### config.mk
export PLATFORM = sky130hd
export DESIGN_NAME = irq_vector_unit
export DESIGN_NICKNAME = d
export VERILOG_FILES = /design/src/rtl/ivu_pkg.sv /design/src/rtl/ivu_req_gate.sv /design/src/rtl/ivu_prio_enc.sv /design/src/rtl/ivu_trap_latch.sv /design/src/rtl/irq_vector_unit.sv
export SDC_FILE = /design/constraint.sdc
export NUM_CORES = 1
export LEC_CHECK = 0
export CAP_MARGIN = 10
export CORE_MARGIN = 4
export CORE_UTILIZATION = 53
export CTS_CLUSTER_DIAMETER = 200
export DETAILED_ROUTE_END_ITERATION = 8
export DONT_BUFFER_PORTS = 1
export PLACE_DENSITY = 0.76
export SLEW_MARGIN = 30
export SYNTH_ARGS = -nofsm -noshare
export SYNTH_HDL_FRONTEND = slang
export SYNTH_HIERARCHICAL = 1
export SYNTH_SLANG_ARGS = --single-unit
export TNS_END_PERCENT = 100
### constraint.sdc
create_clock -name clk -period 2.35 [get_ports clk]
set_input_delay 0.3525 -clock clk [delete_from_list [all_inputs] [get_ports clk]]
set_output_delay 0.3525 -clock clk [all_outputs]
set_load 0.03 [all_outputs]
### src/rtl/ivu_pkg.sv
package ivu_pkg;
  localparam int unsigned VEC_W       = 16;
  localparam int unsigned SCI_NFLAG   = 5;
  localparam int unsigned SCI_NEN     = 4;
  localparam int unsigned DEF_PERIPH  = 13;
  localparam int unsigned NUM_TRAP    = 2;
  localparam logic [VEC_W-1:0] VEC_BASE  = 16'hFFD6;
  localparam logic [VEC_W-1:0] RESET_VEC = 16'hFFFE;

  // trap latch slots
  localparam int unsigned TRAP_SWI   = 0;
  localparam int unsigned TRAP_ILLOP = 1;
endpackage

### src/rtl/ivu_req_gate.sv
module ivu_req_gate
  import ivu_pkg::*;
#(
  parameter int unsigned NUM_PERIPH = DEF_PERIPH,
  localparam int unsigned NUM_SRC   = NUM_PERIPH + 7
) (
  input  logic [NUM_PERIPH-1:0] periph_req,
  input  logic [NUM_PERIPH-1:0] periph_en,
  input  logic [SCI_NFLAG-1:0]  sci_flags,
  input  logic [SCI_NEN-1:0]    sci_en,
  input  logic                  irq_req,
  input  logic                  xirq_req,
  input  logic                  swi_req,
  input  logic                  illop_req,
  input  logic                  cop_fail,
  input  logic                  cop_disable,
  input  logic                  clkmon_fail,
  input  logic                  clkmon_en,
  input  logic                  i_mask,
  input  logic                  x_mask,
  output logic [NUM_SRC-1:0]    live
);
  localparam int unsigned IRQ_IDX   = NUM_PERIPH + 1;
  localparam int unsigned XIRQ_IDX  = NUM_PERIPH + 2;
  localparam int unsigned SWI_IDX   = NUM_PERIPH + 3;
  localparam int unsigned ILLOP_IDX = NUM_PERIPH + 4;
  localparam int unsigned COP_IDX   = NUM_PERIPH + 5;
  localparam int unsigned CMF_IDX   = NUM_PERIPH + 6;

  logic [SCI_NFLAG-1:0] sci_en_wide;
  logic                 sci_hit;

  // receive-full and overrun share the receiver enable
  assign sci_en_wide = {sci_en[3], sci_en[3], sci_en[2], sci_en[1], sci_en[0]};
  assign sci_hit     = |(sci_flags & sci_en_wide);
  assign live[0]     = sci_hit & ~i_mask;

  for (genvar j = 0; j < NUM_PERIPH; j++) begin : g_periph
    assign live[j+1] = periph_req[j] & periph_en[j] & ~i_mask;
  end

  assign live[IRQ_IDX]   = irq_req & ~i_mask;
  assign live[XIRQ_IDX]  = xirq_req & ~x_mask;
  assign live[SWI_IDX]   = swi_req;
  assign live[ILLOP_IDX] = illop_req;
  assign live[COP_IDX]   = cop_fail & ~cop_disable;
  assign live[CMF_IDX]   = clkmon_fail & clkmon_en;
endmodule

### src/rtl/ivu_prio_enc.sv
module ivu_prio_enc #(
  parameter int unsigned N  = 20,
  localparam int unsigned IW = $clog2(N)
) (
  input  logic [N-1:0]  req,
  output logic          valid,
  output logic [IW-1:0] idx
);
  // highest index wins: later iterations overwrite earlier ones
  always_comb begin
    valid = 1'b0;
    idx   = '0;
    for (int k = 0; k < N; k++) begin
      if (req[k]) begin
        valid = 1'b1;
        idx   = IW'(k);
      end
    end
  end
endmodule

### src/rtl/ivu_trap_latch.sv
module ivu_trap_latch #(
  parameter int unsigned W = 2
) (
  input  logic         clk,
  input  logic         rst,
  input  logic [W-1:0] pulse,
  input  logic [W-1:0] clear,
  output logic [W-1:0] req
);
  logic [W-1:0] held;

  for (genvar b = 0; b < W; b++) begin : g_slot
    always_ff @(posedge clk) begin
      if (rst) held[b] <= 1'b0;
      else     held[b] <= (held[b] | pulse[b]) & ~clear[b];
    end
    assign req[b] = held[b] | pulse[b];
  end
endmodule

### src/rtl/irq_vector_unit.sv
module irq_vector_unit
  import ivu_pkg::*;
#(
  parameter int unsigned NUM_PERIPH = DEF_PERIPH
) (
  input  logic                  clk,
  input  logic                  rst,
  input  logic                  insn_boundary,
  input  logic                  i_mask,
  input  logic                  x_mask,
  input  logic [NUM_PERIPH-1:0] periph_req,
  input  logic [NUM_PERIPH-1:0] periph_en,
  input  logic [SCI_NFLAG-1:0]  sci_flags,
  input  logic [SCI_NEN-1:0]    sci_en,
  input  logic                  irq_req,
  input  logic                  xirq_req,
  input  logic                  swi_pulse,
  input  logic                  illop_pulse,
  input  logic                  cop_fail,
  input  logic                  cop_disable,
  input  logic                  clkmon_fail,
  input  logic                  clkmon_en,
  output logic                  pending,
  output logic                  take,
  output logic                  set_i,
  output logic                  set_x,
  output logic [VEC_W-1:0]      vector_addr
);
  localparam int unsigned NUM_SRC   = NUM_PERIPH + 7;
  localparam int unsigned IDX_W     = $clog2(NUM_SRC);
  localparam int unsigned XIRQ_IDX  = NUM_PERIPH + 2;
  localparam int unsigned SWI_IDX   = NUM_PERIPH + 3;
  localparam int unsigned ILLOP_IDX = NUM_PERIPH + 4;

  logic [NUM_SRC-1:0]  live;
  logic [NUM_TRAP-1:0] trap_req;
  logic [NUM_TRAP-1:0] trap_clr;
  logic                win_valid;
  logic [IDX_W-1:0]    win_idx;
  logic                do_take;
  logic [VEC_W-1:0]    win_vec;

  ivu_trap_latch #(.W(NUM_TRAP)) u_traps (
    .clk   (clk),
    .rst   (rst),
    .pulse ({illop_pulse, swi_pulse}),
    .clear (trap_clr),
    .req   (trap_req)
  );

  ivu_req_gate #(.NUM_PERIPH(NUM_PERIPH)) u_gate (
    .periph_req  (periph_req),
    .periph_en   (periph_en),
    .sci_flags   (sci_flags),
    .sci_en      (sci_en),
    .irq_req     (irq_req),
    .xirq_req    (xirq_req),
    .swi_req     (trap_req[TRAP_SWI]),
    .illop_req   (trap_req[TRAP_ILLOP]),
    .cop_fail    (cop_fail),
    .cop_disable (cop_disable),
    .clkmon_fail (clkmon_fail),
    .clkmon_en   (clkmon_en),
    .i_mask      (i_mask),
    .x_mask      (x_mask),
    .live        (live)
  );

  ivu_prio_enc #(.N(NUM_SRC)) u_prio (
    .req   (live),
    .valid (win_valid),
    .idx   (win_idx)
  );

  assign pending = win_valid;
  assign do_take = insn_boundary & win_valid & ~rst;
  assign win_vec = VEC_BASE + ({{(VEC_W-IDX_W){1'b0}}, win_idx} << 1);

  assign trap_clr[TRAP_SWI]   = do_take && (win_idx == IDX_W'(SWI_IDX));
  assign trap_clr[TRAP_ILLOP] = do_take && (win_idx == IDX_W'(ILLOP_IDX));

  always_ff @(posedge clk) begin
    if (rst) begin
      take        <= 1'b0;
      set_i       <= 1'b0;
      set_x       <= 1'b0;
      vector_addr <= RESET_VEC;
    end else begin
      take  <= do_take;
      set_i <= do_take;
      set_x <= do_take && (win_idx == IDX_W'(XIRQ_IDX));
      if (do_take) vector_addr <= win_vec;
    end
  end
endmodule

# Word-level counts from Yosys, hierarchy flattened
# Index checks and enable logic that the tools add are counted.
# totals
ff_bits	20
in_bits	48
output_inout_bits	20
wordCells	96
# classes
addsub	1
eq_ne	3
n_mux	39
n_bitwise	44
reduce_logical	4
# op_table
cell	n
$and 1x1->1	35
$mux 4	8
$mux 1	21
$mux 5	4
$mux 3	4
$eq 5x5->1 const B	2
$add 7x7->8 const A	1
$not 1->1	6
$and 5x5->5	1
$eq 5x4->1 const B	1
$reduce_or 5->1	1
$mux 2	2
$logic_and 1x1->1	3
$or 1x1->1	2

# Longest topological paths before layout
# depth
depth_word	28
depth_mapped	11
depth_no_buf	11

# Hierarchy
# Netlist, hierarchy kept.
# by_module_without_submodules
mod	n_inst	cells_per_inst	area_per_inst_um2	seq_area_each_um2
irq_vector_unit	1	57	504.2	180.2
ivu_prio_enc	1	38	206.4	0.0
ivu_req_gate	1	37	171.4	0.0
ivu_trap_latch	1	6	67.6	40.0

# Worst setup path after synthesis
# No wires, ideal clock.
# synth_path
path_kind	input to register
from	input port i_mask
to	register vector_addr[7]
arrival_ps	2216
required_time_ps	2226
setup_slack_ps	10
cell_stages	11
n_path_buf	1
path_cell_list	buf_6 > nor2_1 > inv_1 > a221oi_1 > nor3_1 > o31ai_1 > inv_1 > ha_1 > nor2b_1 > o21a_1 > a22oi_1
# synth_via
word_cells_on_any_way	58
classes_between	1 x add/sub; 39 x mux; 18 x bitwise
# synth_rtl
element	line	text
from (decl)	irq_vector_unit.sv:9	input logic i_mask,
$not 1->1	ivu_req_gate.sv:39	assign live[j+1] = periph_req[j] & periph_en[j] & ~i_mask;
$and 1x1->1	ivu_req_gate.sv:39	
via live[5]	irq_vector_unit.sv:35	logic [NUM_SRC-1:0] live;
$mux 3 (3 in series)	ivu_prio_enc.sv:14	if (req[k]) begin
$mux 4 (8 in series)	ivu_prio_enc.sv:14	
$mux 5 (4 in series)	ivu_prio_enc.sv:14	
via win_idx[0]	irq_vector_unit.sv:39	logic [IDX_W-1:0] win_idx;
$add 7x7->8	irq_vector_unit.sv:77	assign win_vec = VEC_BASE + ({{(VEC_W-IDX_W){1'b0}}, win_idx} << 1);
to (signal assigned)	irq_vector_unit.sv:92	if (do_take) vector_addr <= win_vec;
to (decl)	irq_vector_unit.sv:27	output logic [VEC_W-1:0] vector_addr
# The timed path passes the listed nets, and every way through them passes these cells.
# A chain may end at the register's enable or synchronous reset.

# Worst setup path in the final report
# layout_path
from	input port irq_req
to	register vector_addr[5]
# layout_via
word_cells_on_any_way	16
classes_between	1 x add/sub; 12 x mux; 3 x bitwise
# layout_rtl
element	line	text
from (decl)	irq_vector_unit.sv:15	input logic irq_req,
$and 1x1->1	ivu_req_gate.sv:42	assign live[IRQ_IDX] = irq_req & ~i_mask;
$mux 4 (2 in series)	ivu_prio_enc.sv:14	
$mux 5 (4 in series)	ivu_prio_enc.sv:14	
via win_idx[0]	irq_vector_unit.sv:39	
$add 7x7->8	irq_vector_unit.sv:77	
# The timed path passes the listed nets, and every way through them passes these cells.

==> results.md <==
* Chip height at 50.33 microns
* Via count at 876
* Vias in the first global route at 839
* Remaining Overflow, GRT at 0
* Fin nets at 185
* Clk pwr share at 26.6%
* Minimum clock period at 2053 ps
* IO Pins at 68
* RSZ-0062 raised after global routing: false
* Hold_buf cts at 0
* Post-CTS Resized at 0
* Sw Share at 33.97%
* Clock net sink count at 11
* Post-Syn Instances at 138
* First-pass GRT wire length at 3270 microns
* Clock skew at 5.682 ps
* Pleak at 0.3935 nW
* Hold Path Depth at 1
* CTS tree: built
* Initial antenna violation count at 0
* Setup violations, final at 0
* Max Fclk at 487.0 MHz
* Clock transition at the registers of the reported paths at 70 ps
* H-tree depth at 1
* Syn_area_per_cell at 6.882 sq um
* Final ANT Viol Nets at 0
* Post-route total power at 0.4712 mW
* Clock Latency Late Sink at 270 ps
* Yosys warning total at 6
* Area share of the largest cell type after synthesis at 23.19%
* Max-cap violation count at 0
* Post-detail-place hpwl at 1709 microns
* Inserted Diodes at 0
* Syn Nets at 190
* Die area at 2533 sq um
* Part of the power in registers at 48.0%
* Crit Path Class: in -> reg
* Routability Congestion at 0.7893
* Unique masters post-synth at 34
* # Post-CTS Setup Buffers at 0
* Register bit total from synthesis at 11
* Logic pwr share at 25.3%
* Largest net degree at the start of global routing at 16
* Post-synth top flop: dfxtp_1
* Startpoint types: primary input
* Clk buf depth at 2
* Power density over the cells at 494.9 nW/um^2
* Crit end category: flip-flop
* IO Port Bufs at 0
* Peak VDD IR at 0.4503 mV
* P_int at 0.3112 mW
* Worst reg2reg path depth at 7
* Routed Wire Length at 2062 microns
* Synth area leaders: dfxtp_1 (23%), nor2_1 (11%), buf_4 (9.5%), nand2_1 (6.7%), ha_1 (5.3%)
* Critical Path Fanout Max at 5
* Vias per Instance at 5.580
* Core area at 1708 sq um
* DRC viols at 0
* Measured slew at the worst slew-check pin at 562.7 ps
* Post-synth EDFFs at 0
* Drt pass-1 iters at 4
* Rows at 15
* Final TNS setup at 0 ps
* Most frequent cell after synthesis: nor2_1
* Final Cycle Share at 87.38%
* Syn Std Cell Area at 949.7 sq um
* CP arrival at 2240 ps
* DRT iter0 DRCs at 22
* CP required at 2540 ps
* Area Overhead vs Synth at 0.2635%
* Status: finished clean
* Sequential share of the synthesized area at 23.19%
* Rel. slew slack at 62.44%
* Max-slew violations at 0
* Hold crit path type: in -> reg
* Hold Vio Cnt, Final at 0
* Commonest cells post-synth: nor2_1 (28), nand2_1 (17), buf_4 (12), dfxtp_1 (11)
* Drt wl/cell at 13.13 microns
* Net Sw Power at 0.1601 mW
* Global Route Usage Sum at 16.24%
* Most area-hungry cell type in the Yosys netlist: dfxtp_1
* Die width at 50.33 microns
* Layout cells sized above 1 at 9.091%
* Num CTS Buffers at 3
* Root Buffer: clkbuf_4
* Initial core utilization at 55.60%
* Asr flop ratio synth at 0%
==> cell families after synthesis <==
group	Yosys count	share of synthesized area, %
other	1	0.3949
adders and majority gates	4	5.270
xor gates and xnor gates	1	0.9224
buffers and inverters	21	13.96
AOI/OAI and AO/OA	25	17.65
DFF	11	23.19
and+or+nand+nor	75	38.60
==> power groups by stage <==
| stage | registers [mW] | logic [mW] | clock network (mW) |
|---|---|---|---|
| final | 0.226 | 0.119 | 0.126 |
| after detailed placement | 0.231 | 0.117 | 0 |
| after global placement | 0.231 | 0.113 | 0 |
| after global routing | 0.228 | 0.135 | 0.145 |
| after floorplan | 0.228 | 0.113 | 0 |
| after CTS | 0.227 | 0.118 | 0.130 |
==> path summary, 6_finish.rpt <==
check        slack (ps)                   startpoint                           to
max reg2reg         370   u_traps/held[0]$_SDFF_PP0_  vector_addr[6]$_SDFFE_PP1P_
min                 160                          rst   u_traps/held[0]$_SDFF_PP0_
min reg2reg         620  vector_addr[7]$_SDFFE_PP1P_  vector_addr[7]$_SDFFE_PP1P_
max                 300                      irq_req  vector_addr[5]$_SDFFE_PP1P_
==> metrics by stage <==
step	util [%]	instances	hold slack, ps	instance area (sq um)	worst slack [ps]
after global placement	53.99	153	430.6	922.1	130.2
final	55.75	157	155.3	952.2	296.6
after CTS	55.60	157	148.2	949.7	318.7
after global routing	55.75	157	141.1	952.2	62.48
after floorplan	-	138	428.3	949.7	9.711
after detailed placement	53.99	153	431.9	922.1	51.12
==> area by class of cell <==
class	instances	area [sq um]
multi-input combinational	106	599.3
inverter	6	22.52
clock buffer	3	22.52
timing repair buffer	5	50.05
fill	176	755.7
clock inverter	1	5.005
sequential	11	221.5
tap	25	31.28
==> registers in the layout, indices dropped and copies added, names as in the netlist <==
register / cells
set_i: 1
set_x: 1
u_traps/held: 2
vector_addr: 7
==> layout by cell type, fill, tap and decap left out, types with 2 or more instances in the layout <==
| master | Yosys | routed |
|---|---|---|
| nand2_1 | 17 | 17 |
| o31ai_1 | 3 | 3 |
| nand2b_1 | 3 | 3 |
| nor2b_1 | 5 | 5 |
| dfxtp_1 | 11 | 10 |
| nand3b_1 | 2 | 2 |
| ha_1 | 4 | 4 |
| nor4_1 | 4 | 4 |
| a31oi_1 | 2 | 2 |
| or2_1 | 2 | 2 |
| nor3b_1 | 2 | 2 |
| clkbuf_4 | 0 | 3 |
| nand4b_1 | 2 | 2 |
| a211o_1 | 2 | 2 |
| inv_1 | 6 | 6 |
| nor2_1 | 28 | 27 |
| buf_4 | 12 | 4 |
| o21ai_0 | 4 | 4 |
| a21oi_1 | 6 | 6 |
| nor3_1 | 4 | 4 |
| o21a_1 | 2 | 2 |
| and2_1 | 3 | 3 |
| a22oi_1 | 2 | 2 |
==> worst max-delay path, cell delays in order <==
cell	delay [ps]
nor2b_1	210
nor2b_1	80
or4_4	430
nor3_1	180
o31ai_1	120
buf_4	160
inv_1	70
ha_1	180
nor2b_1	70
o21a_1	180
o31ai_1	200
==> per-layer routing <==
| layer | vias up | routed length, microns | global-route usage, % |
|---|---|---|---|
| met5 | - | 0 | 0 |
| met4 | 0 | 33 | 4.933 |
| met3 | 4 | 275 | 7.418 |
| met2 | 51 | 958 | 27.17 |
| met1 | 372 | 794 | 18.33 |
| li1 | 449 | - | - |
Note: power is estimated with default switching activity, not from simulation.
